`config.mk`:
```
export PLATFORM = sky130hd
export DESIGN_NAME = lif_k2_layer
export DESIGN_NICKNAME = d
export VERILOG_FILES = /design/src/rtl/lif_pkg.sv /design/src/rtl/lif_pixel_buf.sv /design/src/rtl/lif_top2.sv /design/src/rtl/lif_homeostasis.sv /design/src/rtl/lif_k2_layer.sv
export SDC_FILE = /design/constraint.sdc
export NUM_CORES = 2
export LEC_CHECK = 0
export BUFFER_PORTS_ARGS = -buffer_cell sky130_fd_sc_hd__buf_2
export CAP_MARGIN = 20
export CORE_ASPECT_RATIO = 1.5
export CORE_MARGIN = 2
export CORE_UTILIZATION = 64
export DETAILED_ROUTE_END_ITERATION = 8
export PLACE_DENSITY_LB_ADDON = 0.12
export SLEW_MARGIN = 20
export SYNTH_ARGS = -nofsm -noshare
export SYNTH_HDL_FRONTEND = slang
export SYNTH_SLANG_ARGS = --single-unit
```
`constraint.sdc`:
```
create_clock -name clk -period 9.1 [get_ports clk]
set_clock_uncertainty 0.05 [all_clocks]
set_input_delay 1.82 -clock clk [delete_from_list [all_inputs] [get_ports clk]]
set_output_delay 1.82 -clock clk [all_outputs]
set_load 0.005 [all_outputs]
```
`src/rtl/lif_pkg.sv`:
```
package lif_pkg;
  typedef enum logic [2:0] {
    PH_IDLE,
    PH_INTEG,
    PH_DRAIN,
    PH_FIRE,
    PH_SELECT,
    PH_LEARN,
    PH_HOMEO,
    PH_DONE
  } phase_t;
endpackage

```
`src/rtl/lif_pixel_buf.sv`:
```
module lif_pixel_buf #(
  parameter int N_INPUTS = 784,
  parameter int WORD_W   = 32
) (
  input  logic                        clk,
  input  logic                        rst,
  input  logic                        we,
  input  logic [$clog2((N_INPUTS+WORD_W-1)/WORD_W+1)-1:0] waddr,
  input  logic [WORD_W-1:0]           wdata,
  input  logic [$clog2(N_INPUTS)-1:0] rd_idx,
  output logic                        rd_bit
);
  localparam int N_WORDS = (N_INPUTS + WORD_W - 1) / WORD_W;
  localparam int WA_W    = $clog2(N_WORDS + 1);
  localparam int NI_W    = $clog2(N_INPUTS);
  localparam int BIT_W   = $clog2(WORD_W);

  logic [WORD_W-1:0] words [N_WORDS];

  for (genvar w = 0; w < N_WORDS; w++) begin : g_word
    always_ff @(posedge clk) begin
      if (rst) words[w] <= '0;
      else if (we && waddr == WA_W'(w)) words[w] <= wdata;
    end
  end

  logic [WORD_W-1:0] sel_word;
  assign sel_word = words[rd_idx[NI_W-1:BIT_W]];
  assign rd_bit   = sel_word[rd_idx[BIT_W-1:0]];
endmodule

```
`src/rtl/lif_top2.sv`:
```
module lif_top2 #(
  parameter int N_NEURONS = 16,
  parameter int KEY_W     = 16
) (
  input  logic clk,
  input  logic rst,
  input  logic clr,
  input  logic offer,
  input  logic [(N_NEURONS>1?$clog2(N_NEURONS):1)-1:0] offer_idx,
  input  logic [KEY_W-1:0] offer_key,
  output logic w0_ok,
  output logic [(N_NEURONS>1?$clog2(N_NEURONS):1)-1:0] w0_idx,
  output logic w1_ok,
  output logic [(N_NEURONS>1?$clog2(N_NEURONS):1)-1:0] w1_idx
);
  logic [KEY_W-1:0] k0, k1;

  // Candidates arrive in ascending index order; a strict compare keeps the
  // earlier (lower) index on equal keys.
  always_ff @(posedge clk) begin
    if (rst || clr) begin
      w0_ok  <= 1'b0;
      w1_ok  <= 1'b0;
      w0_idx <= '0;
      w1_idx <= '0;
      k0     <= '0;
      k1     <= '0;
    end else if (offer) begin
      if (!w0_ok || offer_key > k0) begin
        w1_ok  <= w0_ok;
        w1_idx <= w0_idx;
        k1     <= k0;
        w0_ok  <= 1'b1;
        w0_idx <= offer_idx;
        k0     <= offer_key;
      end else if (!w1_ok || offer_key > k1) begin
        w1_ok  <= 1'b1;
        w1_idx <= offer_idx;
        k1     <= offer_key;
      end
    end
  end
endmodule

```
`src/rtl/lif_homeostasis.sv`:
```
module lif_homeostasis #(
  parameter int N_NEURONS = 16,
  parameter int TH_W      = 16,
  parameter int PERIOD    = 64
) (
  input  logic                 clk,
  input  logic                 rst,
  input  logic [TH_W-1:0]      th_init,
  input  logic [TH_W-1:0]      th_min,
  input  logic [TH_W-1:0]      th_max,
  input  logic                 mark,
  input  logic [N_NEURONS-1:0] mark_vec,
  input  logic                 img_end,
  input  logic [(N_NEURONS>1?$clog2(N_NEURONS):1)-1:0] rd_idx,
  output logic [TH_W-1:0]      rd_th
);
  localparam int PC_W = (PERIOD > 1) ? $clog2(PERIOD) : 1;

  logic [TH_W-1:0]      th [N_NEURONS];
  logic [N_NEURONS-1:0] won;
  logic [PC_W-1:0]      img_cnt;
  logic                 apply;

  assign apply = img_end && (img_cnt == PC_W'(PERIOD - 1));
  assign rd_th = th[rd_idx];

  always_ff @(posedge clk) begin
    if (rst) begin
      img_cnt <= '0;
      won     <= '0;
    end else begin
      if (img_end) img_cnt <= apply ? '0 : img_cnt + PC_W'(1);
      if (apply) won <= '0;
      else if (mark) won <= won | mark_vec;
    end
  end

  for (genvar g = 0; g < N_NEURONS; g++) begin : g_th
    always_ff @(posedge clk) begin
      if (rst) th[g] <= th_init;
      else if (apply) begin
        if (won[g]) begin
          if (th[g] < th_max) th[g] <= th[g] + TH_W'(1);
        end else begin
          if (th[g] > th_min) th[g] <= th[g] - TH_W'(1);
        end
      end
    end
  end
endmodule

```
`src/rtl/lif_k2_layer.sv`:
```
module lif_k2_layer
  import lif_pkg::*;
#(
  parameter int N_NEURONS    = 16,
  parameter int N_INPUTS     = 784,
  parameter int WORD_W       = 32,
  parameter int WEIGHT_W     = 8,
  parameter int POT_W        = 16,
  parameter int CNT_W        = 8,
  parameter int STEP_W       = 8,
  parameter int REFRACT      = 4,
  parameter int LEAK_SHIFT   = 4,
  parameter int HOMEO_PERIOD = 64,
  localparam int N_WORDS = (N_INPUTS + WORD_W - 1) / WORD_W,
  localparam int WA_W    = $clog2(N_WORDS + 1),
  localparam int NN_W    = (N_NEURONS > 1) ? $clog2(N_NEURONS) : 1,
  localparam int ADDR_W  = $clog2(N_NEURONS * N_INPUTS)
) (
  input  logic                       clk,
  input  logic                       rst,
  input  logic                       img_we,
  input  logic [WA_W-1:0]            img_waddr,
  input  logic [WORD_W-1:0]          img_wdata,
  input  logic                       start,
  input  logic [STEP_W-1:0]          num_steps,
  input  logic [POT_W-1:0]           th_init,
  input  logic [POT_W-1:0]           th_min,
  input  logic [POT_W-1:0]           th_max,
  output logic                       wt_rd,
  output logic [ADDR_W-1:0]          wt_addr,
  input  logic [WEIGHT_W-1:0]        wt_data,
  output logic                       busy,
  output logic                       win_valid,
  output logic                       win0_ok,
  output logic [NN_W-1:0]            win0_idx,
  output logic                       win1_ok,
  output logic [NN_W-1:0]            win1_idx,
  output logic                       img_done,
  output logic [N_NEURONS*CNT_W-1:0] spike_cnt
);
  localparam int NI_W    = $clog2(N_INPUTS);
  localparam int ACC_W   = WEIGHT_W + $clog2(N_INPUTS + 1);
  localparam int EXT_W   = ((POT_W > ACC_W) ? POT_W : ACC_W) + 1;
  localparam int RF_W    = $clog2(REFRACT + 1);
  localparam logic [POT_W-1:0] POT_MAX = {POT_W{1'b1}};
  localparam logic [CNT_W-1:0] CNT_MAX = {CNT_W{1'b1}};

  phase_t phase;

  logic [POT_W-1:0]  pot  [N_NEURONS];
  logic [RF_W-1:0]   refr [N_NEURONS];
  logic [CNT_W-1:0]  cnt  [N_NEURONS];

  logic [NN_W-1:0]   sc_n, fn;
  logic [NI_W-1:0]   sc_i;
  logic [STEP_W-1:0] step_q, steps_m1;

  // two-stage sideband pipeline matching the external read latency
  logic              p1_valid, p1_first, p1_last, p1_pix;
  logic [NN_W-1:0]   p1_n;
  logic              p2_valid, p2_first, p2_last, p2_pix;
  logic [NN_W-1:0]   p2_n;
  logic [ACC_W-1:0]  acc, acc_sum;
  logic [EXT_W-1:0]  pot_ext;
  logic [POT_W-1:0]  pot_next;

  logic              pix_bit;
  logic [POT_W-1:0]  th_cur;
  logic              spike_now;
  logic              t2_w0_ok, t2_w1_ok;
  logic [NN_W-1:0]   t2_w0_idx, t2_w1_idx;
  logic [N_NEURONS-1:0] mark_vec;

  assign busy = (phase != PH_IDLE);

  lif_pixel_buf #(.N_INPUTS(N_INPUTS), .WORD_W(WORD_W)) u_pix (
    .clk   (clk),
    .rst   (rst),
    .we    (img_we && phase == PH_IDLE),
    .waddr (img_waddr),
    .wdata (img_wdata),
    .rd_idx(sc_i),
    .rd_bit(pix_bit)
  );

  lif_homeostasis #(.N_NEURONS(N_NEURONS), .TH_W(POT_W), .PERIOD(HOMEO_PERIOD)) u_homeo (
    .clk     (clk),
    .rst     (rst),
    .th_init (th_init),
    .th_min  (th_min),
    .th_max  (th_max),
    .mark    (phase == PH_SELECT),
    .mark_vec(mark_vec),
    .img_end (phase == PH_HOMEO),
    .rd_idx  (fn),
    .rd_th   (th_cur)
  );

  assign spike_now = (phase == PH_FIRE) && (refr[fn] == '0) && (pot[fn] > th_cur);

  lif_top2 #(.N_NEURONS(N_NEURONS), .KEY_W(POT_W)) u_top2 (
    .clk      (clk),
    .rst      (rst),
    .clr      (phase == PH_SELECT),
    .offer    (spike_now),
    .offer_idx(fn),
    .offer_key(pot[fn]),
    .w0_ok    (t2_w0_ok),
    .w0_idx   (t2_w0_idx),
    .w1_ok    (t2_w1_ok),
    .w1_idx   (t2_w1_idx)
  );

  always_comb begin
    mark_vec = '0;
    if (t2_w0_ok) mark_vec[t2_w0_idx] = 1'b1;
    if (t2_w1_ok) mark_vec[t2_w1_idx] = 1'b1;
  end

  always_comb begin
    acc_sum  = (p2_first ? '0 : acc) + (p2_pix ? ACC_W'(wt_data) : '0);
    pot_ext  = EXT_W'(pot[p2_n]) - EXT_W'(pot[p2_n] >> LEAK_SHIFT) + EXT_W'(acc_sum);
    pot_next = (pot_ext > EXT_W'(POT_MAX)) ? POT_MAX : pot_ext[POT_W-1:0];
  end

  for (genvar g = 0; g < N_NEURONS; g++) begin : g_cnt_out
    assign spike_cnt[g*CNT_W +: CNT_W] = cnt[g];
  end

  always_ff @(posedge clk) begin
    if (rst) begin
      phase     <= PH_IDLE;
      sc_n      <= '0;
      sc_i      <= '0;
      fn        <= '0;
      step_q    <= '0;
      steps_m1  <= '0;
      p1_valid  <= 1'b0;
      p1_first  <= 1'b0;
      p1_last   <= 1'b0;
      p1_pix    <= 1'b0;
      p1_n      <= '0;
      p2_valid  <= 1'b0;
      p2_first  <= 1'b0;
      p2_last   <= 1'b0;
      p2_pix    <= 1'b0;
      p2_n      <= '0;
      acc       <= '0;
      wt_rd     <= 1'b0;
      wt_addr   <= '0;
      win_valid <= 1'b0;
      win0_ok   <= 1'b0;
      win0_idx  <= '0;
      win1_ok   <= 1'b0;
      win1_idx  <= '0;
      img_done  <= 1'b0;
      for (int n = 0; n < N_NEURONS; n++) begin
        pot[n]  <= '0;
        refr[n] <= '0;
        cnt[n]  <= '0;
      end
    end else begin
      win_valid <= 1'b0;
      win0_ok   <= 1'b0;
      win1_ok   <= 1'b0;
      img_done  <= 1'b0;
      wt_rd     <= 1'b0;
      p1_valid  <= 1'b0;

      p2_valid <= p1_valid;
      p2_first <= p1_first;
      p2_last  <= p1_last;
      p2_pix   <= p1_pix;
      p2_n     <= p1_n;

      if (p2_valid) begin
        acc <= acc_sum;
        if (p2_last && refr[p2_n] == '0) pot[p2_n] <= pot_next;
      end

      case (phase)
        PH_IDLE: begin
          if (start) begin
            for (int n = 0; n < N_NEURONS; n++) begin
              pot[n]  <= '0;
              refr[n] <= '0;
              cnt[n]  <= '0;
            end
            step_q   <= '0;
            steps_m1 <= (num_steps == '0) ? '0 : num_steps - STEP_W'(1);
            sc_n     <= '0;
            sc_i     <= '0;
            phase    <= PH_INTEG;
          end
        end
        PH_INTEG: begin
          wt_rd    <= 1'b1;
          wt_addr  <= ADDR_W'(sc_n) * ADDR_W'(N_INPUTS) + ADDR_W'(sc_i);
          p1_valid <= 1'b1;
          p1_n     <= sc_n;
          p1_first <= (sc_i == '0);
          p1_last  <= (sc_i == NI_W'(N_INPUTS - 1));
          p1_pix   <= pix_bit;
          if (sc_i == NI_W'(N_INPUTS - 1)) begin
            sc_i <= '0;
            if (sc_n == NN_W'(N_NEURONS - 1)) begin
              sc_n  <= '0;
              phase <= PH_DRAIN;
            end else begin
              sc_n <= sc_n + NN_W'(1);
            end
          end else begin
            sc_i <= sc_i + NI_W'(1);
          end
        end
        PH_DRAIN: begin
          if (!p1_valid && !p2_valid) begin
            fn    <= '0;
            phase <= PH_FIRE;
          end
        end
        PH_FIRE: begin
          if (refr[fn] != '0) begin
            refr[fn] <= refr[fn] - RF_W'(1);
          end else if (spike_now) begin
            pot[fn]  <= '0;
            refr[fn] <= RF_W'(REFRACT);
            if (cnt[fn] != CNT_MAX) cnt[fn] <= cnt[fn] + CNT_W'(1);
          end
          if (fn == NN_W'(N_NEURONS - 1)) phase <= PH_SELECT;
          else fn <= fn + NN_W'(1);
        end
        PH_SELECT: begin
          win_valid <= 1'b1;
          win0_ok   <= t2_w0_ok;
          win0_idx  <= t2_w0_idx;
          win1_ok   <= t2_w1_ok;
          win1_idx  <= t2_w1_idx;
          phase     <= PH_LEARN;
        end
        PH_LEARN: begin
          if (step_q == steps_m1) begin
            phase <= PH_HOMEO;
          end else begin
            step_q <= step_q + STEP_W'(1);
            phase  <= PH_INTEG;
          end
        end
        PH_HOMEO: phase <= PH_DONE;
        PH_DONE: begin
          img_done <= 1'b1;
          phase    <= PH_IDLE;
        end
        default: phase <= PH_IDLE;
      endcase
    end
  end
endmodule

```
# [After elaboration in Yosys (flattened, before gate mapping)]
# Memories as Yosys holds them, arrays and structs flattened. A register that Yosys moved wholly into a read port is not among the register bits.
# Cells that the tools add are included.
[totals] input_bits=105 elab_cells=838 romBits=0 n_memories=5 ramBits=1488 latch_bits=0 register_bits=161
[op_classes] mux=432 bitwise=157 div_mod_pow=0 n_addsub=44 n_shift=0 n_mul=1 magnitude_cmp=41 n_reduce_logical=66 eq_ne=60
[memory_table] name="u_pix.words" depth=25 word_bits=32 read_ports=1 rd_ports_with_merged_regs=1 write_ports=25 line="lif_pixel_buf.sv:18" text="logic [WORD_W-1:0] words [N_WORDS];"
[memory_table] name="pot" depth=16 word_bits=16 read_ports=2 rd_ports_with_merged_regs=2 write_ports=16 line="lif_k2_layer.sv:50" text="logic [POT_W-1:0] pot [N_NEURONS];"
[memory_table] name="u_homeo.th" depth=16 word_bits=16 read_ports=17 rd_ports_with_merged_regs=1 write_ports=16 line="lif_homeostasis.sv:19" text="logic [TH_W-1:0] th [N_NEURONS];"
[memory_table] name="cnt" depth=16 word_bits=8 read_ports=17 rd_ports_with_merged_regs=1 write_ports=16 line="lif_k2_layer.sv:52" text="logic [CNT_W-1:0] cnt [N_NEURONS];"
[memory_table] name="refr" depth=16 word_bits=3 read_ports=2 rd_ports_with_merged_regs=2 write_ports=16 line="lif_k2_layer.sv:51" text="logic [RF_W-1:0] refr [N_NEURONS];"
[op_table] op="$mux 16" count=55
[op_table] op="$mux 32" count=25
[op_table] op="$gt 16x16->1" count=19
[op_table] op="$mux 1" count=272
[op_table] op="$add 16x1->16 const B" count=16
[op_table] op="$lt 16x16->1" count=16
[op_table] op="$sub 16x1->16 const B" count=16
[op_table] op="$mux 8" count=21
[op_table] op="$or 1x1->1" count=106
[op_table] op="$mux 4" count=21
[op_table] op="$eq 4x4->1 const B" count=18
[op_table] op="$mux 3" count=24
[op_table] op="$eq 5x5->1 const B" count=9
[op_table] op="$eq 5x4->1 const B" count=8
[op_table] op="$logic_and 1x1->1" count=33
[op_table] op="$and 1x1->1" count=32
[op_table] op="$or 16x16->16" count=2
[op_table] op="$reduce_or 16->1" count=2
[op_table] op="$pmux 3 s8" count=1
[op_table] op="$eq 5x3->1 const B" count=4
[op_table] op="$mux 10" count=2
[op_table] op="$pmux 10 s2" count=1
[op_table] op="$add 19x18->19" count=1
[op_table] op="$gt 19x16->1 const B" count=1
[op_table] op="other kinds (46)" count=96

# [Longest topological paths before layout]
[logic_depth] word_depth=24 depth_mapped=31

# [Cells and area by module]
# A second synthesis with hierarchy kept.
[hier_totals] hier_cells=9021 area_unflattened_um2=101249.6
[modules_own_cells] module="lif_pixel_buf" instances=1 seq_area_each_um2=24023.0 cells_per_inst=2461 area_per_inst_um2=36859.1
[modules_own_cells] module="lif_homeostasis" instances=1 seq_area_each_um2=8127.8 cells_per_inst=3834 area_per_inst_um2=33764.9
[modules_own_cells] module="lif_k2_layer" instances=1 seq_area_each_um2=12431.9 cells_per_inst=2391 area_per_inst_um2=27786.6
[modules_own_cells] module="lif_top2" instances=1 seq_area_each_um2=840.8 cells_per_inst=335 area_per_inst_um2=2839.0

# [Worst setup path after synthesis]
# Ideal clock, no wire load.
[synth_path] kind="register to register" start="register p2_n[0]" end="memory pot[0][4]" period_less_slack_ns=6.885 path_stages_with_launch=30 arrival_time_ns=6.772 setup_time_ns=0.063 slack_ns=2.215 t_required_ns=8.987 cell_sequence="dfxtp_1 -> buf_6 -> buf_2 -> clkbuf_1 -> buf_1 -> mux4_2 -> mux4_2 -> inv_1 -> ha_1 -> nor2b_1 -> o21ai_0 -> a21boi_0 -> o21ai_0 -> nand2b_1 -> a31oi_1 -> o31ai_1 -> nor3_1 -> xnor2_1 -> ha_1 -> clkbuf_1 -> a21o_1 -> a21o_1 -> a21o_1 -> a221oi_1 -> o21ai_0 -> o21bai_1 -> mux2i_4 -> o211ai_1 -> buf_2 -> a22o_1"
[synth_lines] element="start, declared" line="lif_k2_layer.sv:62" text="logic [NN_W-1:0] p2_n;"
[synth_lines] element="start signal, assigned" line="lif_k2_layer.sv:174" text="p2_n <= p1_n;"
[synth_lines] element="end, declared" line="lif_k2_layer.sv:50"

==> metrics <==
status=complete, no violations; EDFF count, synth=1,232; commonest cells after routing, fill and taps aside=edfxtp_1, and2_1, ha_1; die height=489 um; final setup margin=1.89 ns; count of mapped cells out of synthesis=8,858; Post-Route WL=337,000 um; CP Launch Type=register; clk_lat worst skew=0.85 ns; gp weighted congestion=1.01; Synth warnings=0; initial DRC count=9,638; vias=79,700; cell row count=177; hold slack=0.405 ns; Tcrit/Tclk final=0.792; synthesis-to-layout area growth=8.80%; WL per Instance=30.4 um; Sink Count=1,658; Fmax=0.139 GHz; sequential share of the synthesized area=0.454; CTS tree=built; total gr overflow=0; die width=327 um; kind of critical path=register to register; RSZ-0062 raised after global routing=false; end of the worst hold path=win0_idx[1]; CTS Buf Count=158; hold path start=win0_idx[1]; cell area power density=163 nW/um^2; Via density=7.19; placed wire-length estimate=221,000 um; DRC=0; P_leak=41.1 nW; initial antenna violation count=24; max_cap viols=0; mean post-synth cell area=11.3 um^2; Synth Flop Type=edfxtp_1; port bufs=260; Root Driver=clkbuf_16; most common cell after layout, fill and taps aside=edfxtp_1; pre-CTS setup slack=1.67 ns; largest net degree at the start of global routing=102; FFs w/ async S/R, synth=0; Ports=261; top post-synthesis cells by area=edfxtp_1, mux4_2, dfxtp_1; Post-Place Cells=10,800; post-synth top area share=0.369; Layout Cells excl Fill=11,100; final critical-path required period=7.21 ns; Synth Cell Area=100,000 um^2; final setup violation count=0; Seq pwr share=0.500; global-route wire length before repair=495,000 um; RR Startpoint=p2_n[0]; antenna violation net count after detailed routing=0; Netlist cell types=87; post-CTS setup buffer count=0; # resized after CTS=0; internal power=0.0130 W; combinational share of power=0.118; multi-input logic area=51,700 um^2; count of pins over their slew limit=0; Initial Util=0.645; CTS H-tree depth=4; first drt pass iteration count=9; FILL cells=11,100; Worst-Margin Slew=1.20 ns; Tightest Hold Check Type=register to register; crit path DAT=7.86 ns; Slew HR=0.201; Clk network pwr share=0.381; vias in the first global route=78,000; R2R Setup Slk=1.89 ns; hold depth=2; cts-stage hold buffer count=0; # nets final=9,647; Yosys top cell by area=edfxtp_1; CTS Buffer Depth=3; number of hold violations in the final report=0; reg-to-reg endpoint=pot[1][7]; core area=155,000 um^2; Sw Share=0.269; gr usage total=0.418; final setup TNS=0 ns; share of cells above drive strength 1=0.151; clock slew at reported path FFs=0.06 ns; crit-path max FO=45; post-synth net total=9,621; post-synthesis register bit count=1,658; R2R cell count=23; worst path required time=9.75 ns; sw power=0.00479 W; element type at the critical path end=register; die area=160,000 um^2; register area=45,600 um^2; peak supply drop=198 uV
## worst max-delay path by stage
| stage | slack, ns | to | from | cells after the start |
|---|---|---|---|---|
| after floorplan | 2.22 | pot[0][4] | p2_n[0] | 29 |
| after global placement | 1.74 | pot[0][4] | wt_data[0] | 23 |
| after CTS | 1.82 | pot[1][7] | p2_n[0] | 23 |
| after global routing | 1.35 | pot[1][7] | p2_n[0] | 23 |
| after detailed placement | 1.67 | pot[1][4] | wt_data[0] | 23 |
| final | 1.89 | pot[1][7] | p2_n[0] | 23 |
## synth_stat cells (all sizes together), types with 13 or more instances
master   count
a21oi      435
a21o       131
a221o       74
and4        15
nor2b       89
o211ai      51
o22ai      153
xor2        70
edfxtp    1232
o22a        21
o21a        76
nand3      254
dfxtp      426
xnor2       88
nor4        30
nand4       87
nand2      484
a22o       264
clkbuf     468
or3        158
o221ai      88
buf        131
mux2        19
mux2i      144
a2bb2oi     61
nor3       154
nand2b      67
and3       110
ha         653
a211oi      82
mux4       480
a221oi      31
and2       831
nand3b      14
a2111oi     18
o31ai       14
o21ai      282
inv        261
or2         41
a31oi       38
a22oi       40
o21bai      13
nor2       543
## registers in the layout, indices dropped and copies added (netlist names), 6 cells and up, named ones only
signal	count
u_pix.words	800
u_homeo.th	256
steps_m1	8
wt_addr	14
cnt	128
refr	48
u_homeo.img_cnt	6
pot	256
sc_i	10
u_top2.k0	16
u_homeo.won	16
acc	18
u_top2.k1	16
step_q	8
## metrics by stage
stage | power [W] | area (um^2) | utilization
final | 0.0178 | 109000 | 0.702
after global routing | 0.0183 | 109000 | 0.702
after CTS | 0.0177 | 109000 | 0.702
after detailed placement | 0.0111 | 104000 | 0.668
after global placement | 0.0110 | 104000 | 0.668
after floorplan | 0.0101 | 100000 | -
## layer usage
layer,up-vias,global-route usage,part of all wire
met2,5256,0.682,0.47
met5,-,0,0.00015
li1,34000,-,-
met3,1594,0.0973,0.11
met4,8,0.318,0.091
met1,38800,0.477,0.33
## power by group through the flow
stage | logic, W | clock network (W) | registers (W)
3_5_place_dp | 0.00203 | 0 | 0.00903
5_1_grt | 0.00224 | 0.00710 | 0.00892
4_1_cts | 0.00204 | 0.00682 | 0.00887
3_3_place_gp | 0.00196 | 0 | 0.00901
6_report | 0.00210 | 0.00679 | 0.00890
2_1_floorplan | 0.00133 | 0 | 0.00880
## final cells by class
class,count,share of cell area
clock inverter,92,0.00911
sequential,1658,0.418
inverter,263,0.00908
tap,2058,0.0236
timing repair buffer,465,0.0269
multi-input combinational,6338,0.474
antenna,15,0.000344
clock buffer,197,0.0388
## critical path, cell delays in order, from the launching register on
cell and delay (ns):
dfxtp_4 0.94, buf_4 0.35, mux4_2 0.53, mux4_2 0.53
ha_1 0.33, o21ai_0 0.12, a21boi_0 0.15, o21ai_0 0.19
nand2b_1 0.12, a31oi_1 0.43, o21bai_1 0.11, a21oi_1 0.19
xnor2_1 0.15, ha_1 0.32, a21oi_1 0.25, o21a_1 0.18
a311o_1 0.20, a21oi_1 0.09, nor3_1 0.39, mux2i_4 0.58
buf_4 0.32, nand3_1 0.11, buf_4 0.22, a22o_1 0.22
## cell families after synthesis
kind of cell / Yosys count / synth area share
AOI/OAI and AO/OA: 1974 / 0.137
xor gates and xnor gates: 158 / 0.0138
adders and majority gates: 658 / 0.0826
buffers and inverters: 862 / 0.0344
DFF: 1658 / 0.454
muxes: 643 / 0.125
and+or+nand+nor: 2905 / 0.153
Note: power is estimated with default switching activity, not from simulation.
